**src/rtl/fir_pkg.sv**
```systemverilog
package fir_pkg;

  typedef enum logic [2:0] {
    PH_IDLE,
    PH_OPC,
    PH_ADR,
    PH_MOD,
    PH_DUM,
    PH_DAT
  } fir_phase_e;

  localparam logic [2:0] IDX_CTRL  = 3'd0;
  localparam logic [2:0] IDX_ADDR  = 3'd1;
  localparam logic [2:0] IDX_COUNT = 3'd2;
  localparam logic [2:0] IDX_FMT   = 3'd3;
  localparam logic [2:0] IDX_MODE  = 3'd4;
  localparam logic [2:0] IDX_LEVEL = 3'd5;
  localparam logic [2:0] IDX_DATA  = 3'd6;

  localparam int CTL_START  = 0;
  localparam int CTL_CANCEL = 1;
  localparam int CTL_BUSY   = 2;
  localparam int CTL_DONE   = 5;

  localparam int FMT_W      = 18;
  localparam int FMT_LANE_L = 8;
  localparam int FMT_MODE   = 10;
  localparam int FMT_DUM_L  = 11;
  localparam int FMT_ALEN_L = 16;

endpackage

```
**src/rtl/fir_fifo.sv**
```systemverilog
module fir_fifo #(
  parameter int DEPTH = 8,
  parameter int W     = 32,
  localparam int AW   = $clog2(DEPTH),
  localparam int LW   = $clog2(DEPTH + 1)
) (
  input  logic          clk,
  input  logic          rst_n,
  input  logic          flush,
  input  logic          push,
  input  logic [W-1:0]  push_data,
  input  logic          pop,
  output logic [W-1:0]  head,
  output logic [LW-1:0] level,
  output logic          full,
  output logic          empty
);

  logic [W-1:0]  mem_q [DEPTH];
  logic [AW-1:0] wptr_q, wptr_n, rptr_q, rptr_n;
  logic [LW-1:0] cnt_q, cnt_n;
  logic          push_ok, pop_ok;

  assign full    = (cnt_q == LW'(DEPTH));
  assign empty   = (cnt_q == '0);
  assign push_ok = push && !full && !flush;
  assign pop_ok  = pop && !empty && !flush;
  assign head    = mem_q[rptr_q];
  assign level   = cnt_q;

  always_comb begin
    wptr_n = wptr_q;
    rptr_n = rptr_q;
    cnt_n  = cnt_q;
    if (flush) begin
      wptr_n = '0;
      rptr_n = '0;
      cnt_n  = '0;
    end else begin
      if (push_ok) wptr_n = (wptr_q == AW'(DEPTH - 1)) ? '0 : wptr_q + 1'b1;
      if (pop_ok)  rptr_n = (rptr_q == AW'(DEPTH - 1)) ? '0 : rptr_q + 1'b1;
      if (push_ok && !pop_ok)      cnt_n = cnt_q + 1'b1;
      else if (pop_ok && !push_ok) cnt_n = cnt_q - 1'b1;
    end
  end

  always_ff @(posedge clk or negedge rst_n) begin
    if (!rst_n) begin
      wptr_q <= '0;
      rptr_q <= '0;
      cnt_q  <= '0;
    end else begin
      wptr_q <= wptr_n;
      rptr_q <= rptr_n;
      cnt_q  <= cnt_n;
    end
  end

  always_ff @(posedge clk) begin
    if (push_ok) mem_q[wptr_q] <= push_data;
  end

  AST_NO_OVERFLOW: assert property (@(posedge clk) disable iff (!rst_n) (push && !flush) |-> !full);
  AST_EMPTY_POP: assert property (@(posedge clk) disable iff (!rst_n) (pop && empty && !push) |=> empty);

endmodule

```
**src/rtl/fir_packer.sv**
```systemverilog
module fir_packer (
  input  logic        clk,
  input  logic        rst_n,
  input  logic        flush,
  input  logic        byte_vld,
  input  logic [7:0]  byte_dat,
  input  logic        byte_last,
  output logic        push,
  output logic [31:0] push_data
);

  logic [1:0]  idx_q, idx_n;
  logic [31:0] word_q, word_n, merged;

  always_comb begin
    merged = word_q;
    merged[{idx_q, 3'b000} +: 8] = byte_dat;
  end

  assign push      = byte_vld && !flush && (idx_q == 2'd3 || byte_last);
  assign push_data = merged;

  always_comb begin
    idx_n  = idx_q;
    word_n = word_q;
    if (flush) begin
      idx_n  = '0;
      word_n = '0;
    end else if (byte_vld) begin
      if (push) begin
        idx_n  = '0;
        word_n = '0;
      end else begin
        idx_n  = idx_q + 1'b1;
        word_n = merged;
      end
    end
  end

  always_ff @(posedge clk or negedge rst_n) begin
    if (!rst_n) begin
      idx_q  <= '0;
      word_q <= '0;
    end else begin
      idx_q  <= idx_n;
      word_q <= word_n;
    end
  end

  AST_PAD_ZERO: assert property (@(posedge clk) disable iff (!rst_n) (push && byte_last && idx_q == 2'd0) |-> (push_data[31:8] == 24'h0));

endmodule

```
**src/rtl/fir_seq.sv**
```systemverilog
module fir_seq
  import fir_pkg::*;
#(
  parameter int CNT_W = 16
) (
  input  logic             clk,
  input  logic             rst_n,
  input  logic             start,
  input  logic             cancel,
  input  logic [7:0]       opcode,
  input  logic [1:0]       lanes,
  input  logic             mode_en,
  input  logic [7:0]       mode_val,
  input  logic [4:0]       dummy,
  input  logic             addr4,
  input  logic [31:0]      addr,
  input  logic [CNT_W-1:0] byte_count,
  input  logic             buf_full,
  input  logic [3:0]       io_in,
  output logic             sel,
  output logic             tick,
  output logic [3:0]       io_out,
  output logic [3:0]       io_oe,
  output logic             byte_vld,
  output logic [7:0]       byte_dat,
  output logic             byte_last,
  output logic             finish
);

  fir_phase_e       state_q, state_n;
  logic [31:0]      shift_q, shift_n;
  logic [5:0]       cnt_q, cnt_n;
  logic [CNT_W-1:0] left_q, left_n;
  logic [7:0]       byte_q, byte_n, byte_shift;
  logic [5:0]       bpb;
  logic             last_beat, cmd_phase;

  always_comb begin
    case (lanes)
      2'd0:    bpb = 6'd8;
      2'd1:    bpb = 6'd4;
      default: bpb = 6'd2;
    endcase
  end

  always_comb begin
    case (lanes)
      2'd0:    byte_shift = {byte_q[6:0], io_in[1]};
      2'd1:    byte_shift = {byte_q[5:0], io_in[1:0]};
      default: byte_shift = {byte_q[3:0], io_in};
    endcase
  end

  assign last_beat = (cnt_q == 6'd1);
  assign cmd_phase = (state_q == PH_OPC) || (state_q == PH_ADR) || (state_q == PH_MOD);
  assign sel       = (state_q != PH_IDLE);
  assign tick      = cmd_phase || (state_q == PH_DUM) || (state_q == PH_DAT && !buf_full);
  assign io_out    = cmd_phase ? {3'b000, shift_q[31]} : 4'b0000;
  assign io_oe     = cmd_phase ? 4'b0001 : 4'b0000;
  assign byte_dat  = byte_shift;

  always_comb begin
    state_n   = state_q;
    shift_n   = shift_q;
    cnt_n     = cnt_q;
    left_n    = left_q;
    byte_n    = byte_q;
    byte_vld  = 1'b0;
    byte_last = 1'b0;
    finish    = 1'b0;
    if (cancel) begin
      state_n = PH_IDLE;
    end else begin
      case (state_q)
        PH_IDLE: begin
          if (start) begin
            if (byte_count == '0) begin
              finish = 1'b1;
            end else begin
              state_n = PH_OPC;
              shift_n = {opcode, 24'h0};
              cnt_n   = 6'd8;
              left_n  = byte_count;
            end
          end
        end
        PH_OPC: begin
          shift_n = {shift_q[30:0], 1'b0};
          cnt_n   = cnt_q - 1'b1;
          if (last_beat) begin
            state_n = PH_ADR;
            shift_n = addr4 ? addr : {addr[23:0], 8'h00};
            cnt_n   = addr4 ? 6'd32 : 6'd24;
          end
        end
        PH_ADR: begin
          shift_n = {shift_q[30:0], 1'b0};
          cnt_n   = cnt_q - 1'b1;
          if (last_beat) begin
            if (mode_en) begin
              state_n = PH_MOD;
              shift_n = {mode_val, 24'h0};
              cnt_n   = 6'd8;
            end else if (dummy != 5'd0) begin
              state_n = PH_DUM;
              cnt_n   = {1'b0, dummy};
            end else begin
              state_n = PH_DAT;
              cnt_n   = bpb;
            end
          end
        end
        PH_MOD: begin
          shift_n = {shift_q[30:0], 1'b0};
          cnt_n   = cnt_q - 1'b1;
          if (last_beat) begin
            if (dummy != 5'd0) begin
              state_n = PH_DUM;
              cnt_n   = {1'b0, dummy};
            end else begin
              state_n = PH_DAT;
              cnt_n   = bpb;
            end
          end
        end
        PH_DUM: begin
          cnt_n = cnt_q - 1'b1;
          if (last_beat) begin
            state_n = PH_DAT;
            cnt_n   = bpb;
          end
        end
        PH_DAT: begin
          if (tick) begin
            byte_n = byte_shift;
            cnt_n  = cnt_q - 1'b1;
            if (last_beat) begin
              byte_vld = 1'b1;
              cnt_n    = bpb;
              left_n   = left_q - 1'b1;
              if (left_q == CNT_W'(1)) begin
                byte_last = 1'b1;
                finish    = 1'b1;
                state_n   = PH_IDLE;
              end
            end
          end
        end
        default: state_n = PH_IDLE;
      endcase
    end
  end

  always_ff @(posedge clk or negedge rst_n) begin
    if (!rst_n) begin
      state_q <= PH_IDLE;
      shift_q <= '0;
      cnt_q   <= '0;
      left_q  <= '0;
      byte_q  <= '0;
    end else begin
      state_q <= state_n;
      shift_q <= shift_n;
      cnt_q   <= cnt_n;
      left_q  <= left_n;
      byte_q  <= byte_n;
    end
  end

  AST_OPC_ONE_LANE: assert property (@(posedge clk) disable iff (!rst_n) $rose(sel) |-> (io_oe == 4'b0001 && io_out[0] == opcode[7]));
  AST_STALL_HOLD: assert property (@(posedge clk) disable iff (!rst_n) (state_q == PH_DAT && buf_full && !cancel) |=> (sel && $stable(left_q)));

endmodule

```
**src/rtl/flash_indirect_reader.sv**
```systemverilog
module flash_indirect_reader
  import fir_pkg::*;
#(
  parameter int BUF_DEPTH = 8,
  parameter int CNT_W     = 16,
  localparam int LVL_W    = $clog2(BUF_DEPTH + 1)
) (
  input  logic        clk,
  input  logic        rst_n,
  input  logic        reg_we,
  input  logic        reg_re,
  input  logic [2:0]  reg_addr,
  input  logic [31:0] reg_wdata,
  output logic [31:0] reg_rdata,
  output logic        flash_sel,
  output logic        flash_tick,
  output logic [3:0]  flash_io_out,
  output logic [3:0]  flash_io_oe,
  input  logic [3:0]  flash_io_in
);

  logic [1:0]       rst_sync_q;
  logic             rst_n_int;
  logic [31:0]      addr_q;
  logic [CNT_W-1:0] count_q;
  logic [FMT_W-1:0] fmt_q;
  logic [7:0]       mode_q;
  logic             done_q, done_n;
  logic             ctrl_wr, cancel, start, flush, busy, finish;
  logic             byte_vld, byte_last, push, pop, buf_full, buf_empty;
  logic [7:0]       byte_dat;
  logic [31:0]      push_data, head;
  logic [LVL_W-1:0] level;

  always_ff @(posedge clk or negedge rst_n) begin
    if (!rst_n) rst_sync_q <= 2'b00;
    else        rst_sync_q <= {rst_sync_q[0], 1'b1};
  end
  assign rst_n_int = rst_sync_q[1];

  assign ctrl_wr = reg_we && (reg_addr == IDX_CTRL);
  assign cancel  = ctrl_wr && reg_wdata[CTL_CANCEL];
  assign start   = ctrl_wr && reg_wdata[CTL_START] && !reg_wdata[CTL_CANCEL] && !busy;
  assign flush   = cancel || start;
  assign pop     = reg_re && (reg_addr == IDX_DATA);
  assign busy    = flash_sel;

  always_ff @(posedge clk or negedge rst_n_int) begin
    if (!rst_n_int) begin
      addr_q  <= '0;
      count_q <= '0;
      fmt_q   <= '0;
      mode_q  <= '0;
    end else begin
      if (reg_we && reg_addr == IDX_ADDR)  addr_q  <= reg_wdata;
      if (reg_we && reg_addr == IDX_COUNT) count_q <= reg_wdata[CNT_W-1:0];
      if (reg_we && reg_addr == IDX_FMT)   fmt_q   <= reg_wdata[FMT_W-1:0];
      if (reg_we && reg_addr == IDX_MODE)  mode_q  <= reg_wdata[7:0];
    end
  end

  always_comb begin
    done_n = done_q;
    if (finish)                                     done_n = 1'b1;
    else if (start || cancel)                       done_n = 1'b0;
    else if (ctrl_wr && reg_wdata[CTL_DONE])        done_n = 1'b0;
  end

  always_ff @(posedge clk or negedge rst_n_int) begin
    if (!rst_n_int) done_q <= 1'b0;
    else            done_q <= done_n;
  end

  always_comb begin
    case (reg_addr)
      IDX_CTRL:  reg_rdata = 32'(done_q) << CTL_DONE | 32'(busy) << CTL_BUSY;
      IDX_ADDR:  reg_rdata = addr_q;
      IDX_COUNT: reg_rdata = 32'(count_q);
      IDX_FMT:   reg_rdata = 32'(fmt_q);
      IDX_MODE:  reg_rdata = {24'h0, mode_q};
      IDX_LEVEL: reg_rdata = 32'(level);
      IDX_DATA:  reg_rdata = buf_empty ? 32'h0 : head;
      default:   reg_rdata = 32'h0;
    endcase
  end

  fir_seq #(.CNT_W(CNT_W)) u_seq (
    .clk        (clk),
    .rst_n      (rst_n_int),
    .start      (start),
    .cancel     (cancel),
    .opcode     (fmt_q[7:0]),
    .lanes      (fmt_q[FMT_LANE_L +: 2]),
    .mode_en    (fmt_q[FMT_MODE]),
    .mode_val   (mode_q),
    .dummy      (fmt_q[FMT_DUM_L +: 5]),
    .addr4      (fmt_q[FMT_ALEN_L +: 2] == 2'd3),
    .addr       (addr_q),
    .byte_count (count_q),
    .buf_full   (buf_full),
    .io_in      (flash_io_in),
    .sel        (flash_sel),
    .tick       (flash_tick),
    .io_out     (flash_io_out),
    .io_oe      (flash_io_oe),
    .byte_vld   (byte_vld),
    .byte_dat   (byte_dat),
    .byte_last  (byte_last),
    .finish     (finish)
  );

  fir_packer u_pack (
    .clk       (clk),
    .rst_n     (rst_n_int),
    .flush     (flush),
    .byte_vld  (byte_vld),
    .byte_dat  (byte_dat),
    .byte_last (byte_last),
    .push      (push),
    .push_data (push_data)
  );

  fir_fifo #(.DEPTH(BUF_DEPTH), .W(32)) u_buf (
    .clk       (clk),
    .rst_n     (rst_n_int),
    .flush     (flush),
    .push      (push),
    .push_data (push_data),
    .pop       (pop),
    .head      (head),
    .level     (level),
    .full      (buf_full),
    .empty     (buf_empty)
  );

  AST_DONE_NOT_BUSY: assert property (@(posedge clk) disable iff (!rst_n_int) done_q |-> !busy);
  AST_CANCEL_STOPS: assert property (@(posedge clk) disable iff (!rst_n_int) cancel |=> (!flash_sel && level == '0 && !done_q));
  AST_DONE_W1C: assert property (@(posedge clk) disable iff (!rst_n_int) (ctrl_wr && reg_wdata[CTL_DONE] && !finish) |=> !done_q);

endmodule

```
**config.mk**
```make
export PLATFORM = sky130hd
export DESIGN_NAME = flash_indirect_reader
export DESIGN_NICKNAME = d
export VERILOG_FILES = /design/src/rtl/fir_pkg.sv /design/src/rtl/fir_fifo.sv /design/src/rtl/fir_packer.sv /design/src/rtl/fir_seq.sv /design/src/rtl/flash_indirect_reader.sv
export SDC_FILE = /design/constraint.sdc
export NUM_CORES = 1
export LEC_CHECK = 0
export BUFFER_PORTS_ARGS = -buffer_cell sky130_fd_sc_hd__buf_2
export CAP_MARGIN = 0
export CORE_AREA = 4 4 184 186
export CTS_BUF_LIST = sky130_fd_sc_hd__clkbuf_4 sky130_fd_sc_hd__clkbuf_8 sky130_fd_sc_hd__clkbuf_16
export DETAILED_ROUTE_END_ITERATION = 8
export DIE_AREA = 0 0 188 190
export PLACE_DENSITY_LB_ADDON = 0.1
export SYNTH_ARGS = -nofsm -noshare
export SYNTH_HDL_FRONTEND = slang
export SYNTH_SLANG_ARGS = --single-unit
export TNS_END_PERCENT = 1
```
**constraint.sdc**
```tcl
create_clock -name clk -period 6.79 [get_ports clk]
set_clock_uncertainty 0.2 [all_clocks]
set_input_delay 0.3395 -clock clk [delete_from_list [all_inputs] [get_ports clk]]
set_output_delay 0.3395 -clock clk [all_outputs]
set_load 0.01 [all_outputs]
```
==> results.yml <==
job:
  cap_violations: 0
logic_synthesis:
  synth_top_family_by_area: "multiplexers"
  synthSimpleGateAreaFrac: 0.0749
  yosysWarnings: 0
  syn-cell-area_um2: 19800
  yosysSeqAreaShare: 0.623
  synth_seq_cells: 441
  synth_edf_count: 256
  synth_compound_gate_area_share: 0.105
  synthArstFlopShare: 0.420
  syn_inst: 1441
  synth_flop_cell: "edfxtp_1"
  synthMuxAreaShare: 0.153
  synth_xor_xnor_area_share: 0.00266
  syn_avg_cell_area_um2: 13.7
  synth_fa_ha_area_frac: 0.0110
  synth_cell_types: 71
critical_path:
  critPathCaptureType: "output pin"
  critPathArrivalTime_ps: 3640
  r2r-end: "u_buf.mem_q[0][29]"
  cp_max_fo: 41
  rr_worst_depth: 9
  required_ps: 6250
  cpPeakStageDelay_ps: 950
  reg2reg_slack_ps: 2670
  worst_path_max_delay_cell: "dfrtp_4"
  cp_cell_sequence: "buf_4, mux4_2, mux2i_1, o21ai_0, buf_2"
  worst-setup-path-type: "reg -> out"
  worstSetupStartpointType: "register"
  r2r_start: "u_seq.cnt_q[1]"
routing:
  drc: 0
  highest_layer: "met4"
  drt_iter0_drc: 1459
  drtPass1Iterations: 5
  routed_via_density: 6.37
  wl_mm: 49.2
  m1WireLength_mm: 20.5
  dr_wl_met3_mm: 3.15
  wl_met2_mm: 23.6
  wl_per_cell_um: 24.5
  antenna_left: 0
  vias: 12800
cts:
  clkTransAtPathRegs_ps: 60
  root_buffer: "clkbuf_16"
  insertion_delay_ps: 550
  cts_made_buffers: 45
  cts_setup_buffers: 0
  h-tree-depth: 2
  cts_max_path_buffers: 3
  cts_num_sinks: 441
  ctsResizeCount: 0
  tritoncts: "built"
run_status:
  status: "completed"
floorplanning:
  num_rows: 66
  die_w_um: 188
  ioPinCount: 85
  die-area_um2: 35700
  start_util: 0.613
  fp.coreArea_um2: 32300
  die_height_um: 190
grt:
  antenna_found_initial: 2
  grt_pass1_wl_mm: 75.9
  grt_overflow_total: 0
  grt_max_degree: 184
  first_global_vias: 12600
  track_usage: 0.276
timing:
  hold_viol: 0
  tns_ps: 0
  finalCritPeriodShare: 0.615
  hold_slack_ps: 142
  worst_pin_slew_ps: 1260
  period_minus_slack_ps: 4170
  slew_headroom: 0.161
  rsz0062_at_grt: "no"
  clock.fmax_mhz: 240
  slew_viol_final: 0
  setup_slack_ps: 2620
  final-setup-viol-count: 0
min_path:
  worstHoldPathCells: 3
  min_to: "u_buf.rptr_q[0]"
  hp-class: "in -> reg"
  hold_path_startpoint: "reg_re"
placement:
  place_area_um2: 20500
  io_buffers: 78
  dp_slack_ps: 2740
  gp_congestion: 0.936
  placed_cells: 1889
  hpwl_mm: 31.3
power:
  power.density_nw_per_um2: 359
  p_total_mw: 8.01
  vdd_drop_max_mv: 0.243
  leakage_nw: 8.23
final_layout:
  layout-drive-gt1-share: 0.226
  final_area_um2: 22300
  instances_no_fill: 2007
  fin_nets: 1587
  layout_common_cells: "256 x edfxtp_1, 181 x dfrtp_1, 134 x nand2_1"
  areaGrowthSynthToFinish_pct: 12.8
  final_common_cell: "edfxtp_1"
  final_core_utilization: 0.691
-- area by class of cell --
type,count,area [µm²]
clock buffers,70,1330
diodes,2,5.00
well taps,442,553
repair buffers,127,856
fillers,2201,9980
flip-flops and latches,441,12300
inverters,45,169
clock inverters,12,118
multi-input cells,868,6960
-- where the power goes --
group | switching (mW) | leakage (nW) | internal (mW) | total (mW)
sequential | 0.411 | 4.70 | 3.13 | 3.54
combinational | 1.23 | 2.80 | 0.848 | 2.08
clock | 0.997 | 0.735 | 1.39 | 2.39
total | 2.64 | 8.23 | 5.37 | 8.01
-- critical path, delay by kind of cell (launching register included) --
family / cells / cell delay, ps
DFF: 1 / 950
buffers and inverters: 2 / 800
AOI/OAI and AO/OA: 1 / 180
muxes: 2 / 1110
-- state kept, by name, indices dropped and copies added (netlist names) --
name           cells
u_pack.idx_q       2
u_buf.wptr_q       3
u_buf.level        4
mode_q             8
u_seq.shift_q     32
done_q             1
u_seq.byte_q       7
rst_sync_q         2
u_seq.state_q      3
u_pack.word_q     32
fmt_q             18
u_seq.cnt_q        6
count_q           16
addr_q            32
u_seq.left_q      16
u_buf.rptr_q       3
u_buf.mem_q      256
-- kinds of logic (layout without fill, tap and decap cells) --
group / after synthesis / after routing
other cells: 2 / 9
flops: 441 / 441
simple gates: 309 / 309
xor+xnor: 6 / 6
compound gates: 318 / 318
fa+ha+maj: 17 / 17
mux: 211 / 211
buf+inv: 137 / 254
-- metal layers --
metal,vias to the layer above,track usage
met2,528,0.450
met3,119,0.0435
met5,-,0
met4,0,0.0932
met1,6461,0.387
li1,5677,-
-- worst max-delay path by stage --
| stage | depth (start not counted) | slack [ps] | to | startpoint |
|---|---|---|---|---|
| global placement | 9 | 2830 | u_buf.mem_q[0][19] | u_seq.cnt_q[1] |
| detailed placement | 9 | 2740 | u_buf.mem_q[0][19] | u_seq.cnt_q[1] |
| floorplan | 0 | 1050 | addr_q[0] | rst_sync_q[1] |
| finish | 5 | 2620 | reg_rdata[5] | u_buf.rptr_q[0] |
| CTS | 5 | 2540 | reg_rdata[3] | u_buf.rptr_q[0] |
| global route | 9 | 2290 | u_buf.mem_q[0][29] | u_seq.cnt_q[1] |
-- cells in the mapped netlist, drive strengths merged, types with 5 or more instances --
cell     instances  area share
clkbuf          50      0.0095
o221ai           6      0.0027
o211ai           8      0.0030
nand4           10      0.0032
a21oi           59       0.015
nand2          135       0.026
mux4            64       0.073
mux2i           55       0.028
dfrtp          185        0.23
o22ai           36       0.011
nor4            10      0.0039
o2bb2ai         10      0.0044
a31oi            6      0.0019
mux2            92       0.052
edfxtp         256        0.39
inv             45      0.0085
nand2b           9      0.0028
o211a            6      0.0030
a22o            35       0.015
o21ai           87       0.022
nor2            57       0.011
and3             5      0.0016
nor2b           11      0.0035
buf             42       0.012
o31ai            9      0.0034
nand3           28      0.0071
nor3            19      0.0056
a22oi           28       0.011
and2             6      0.0019
ha              15      0.0095
-- repair_timing --
action / 4_1_cts / 5_1_grt
endpoints found under the setup margin: 0 / 0
hold buffers: 34 / 0
hold endpoints to repair: 74 / 0
No activity file was read; power rests on OpenSTA's default activity.
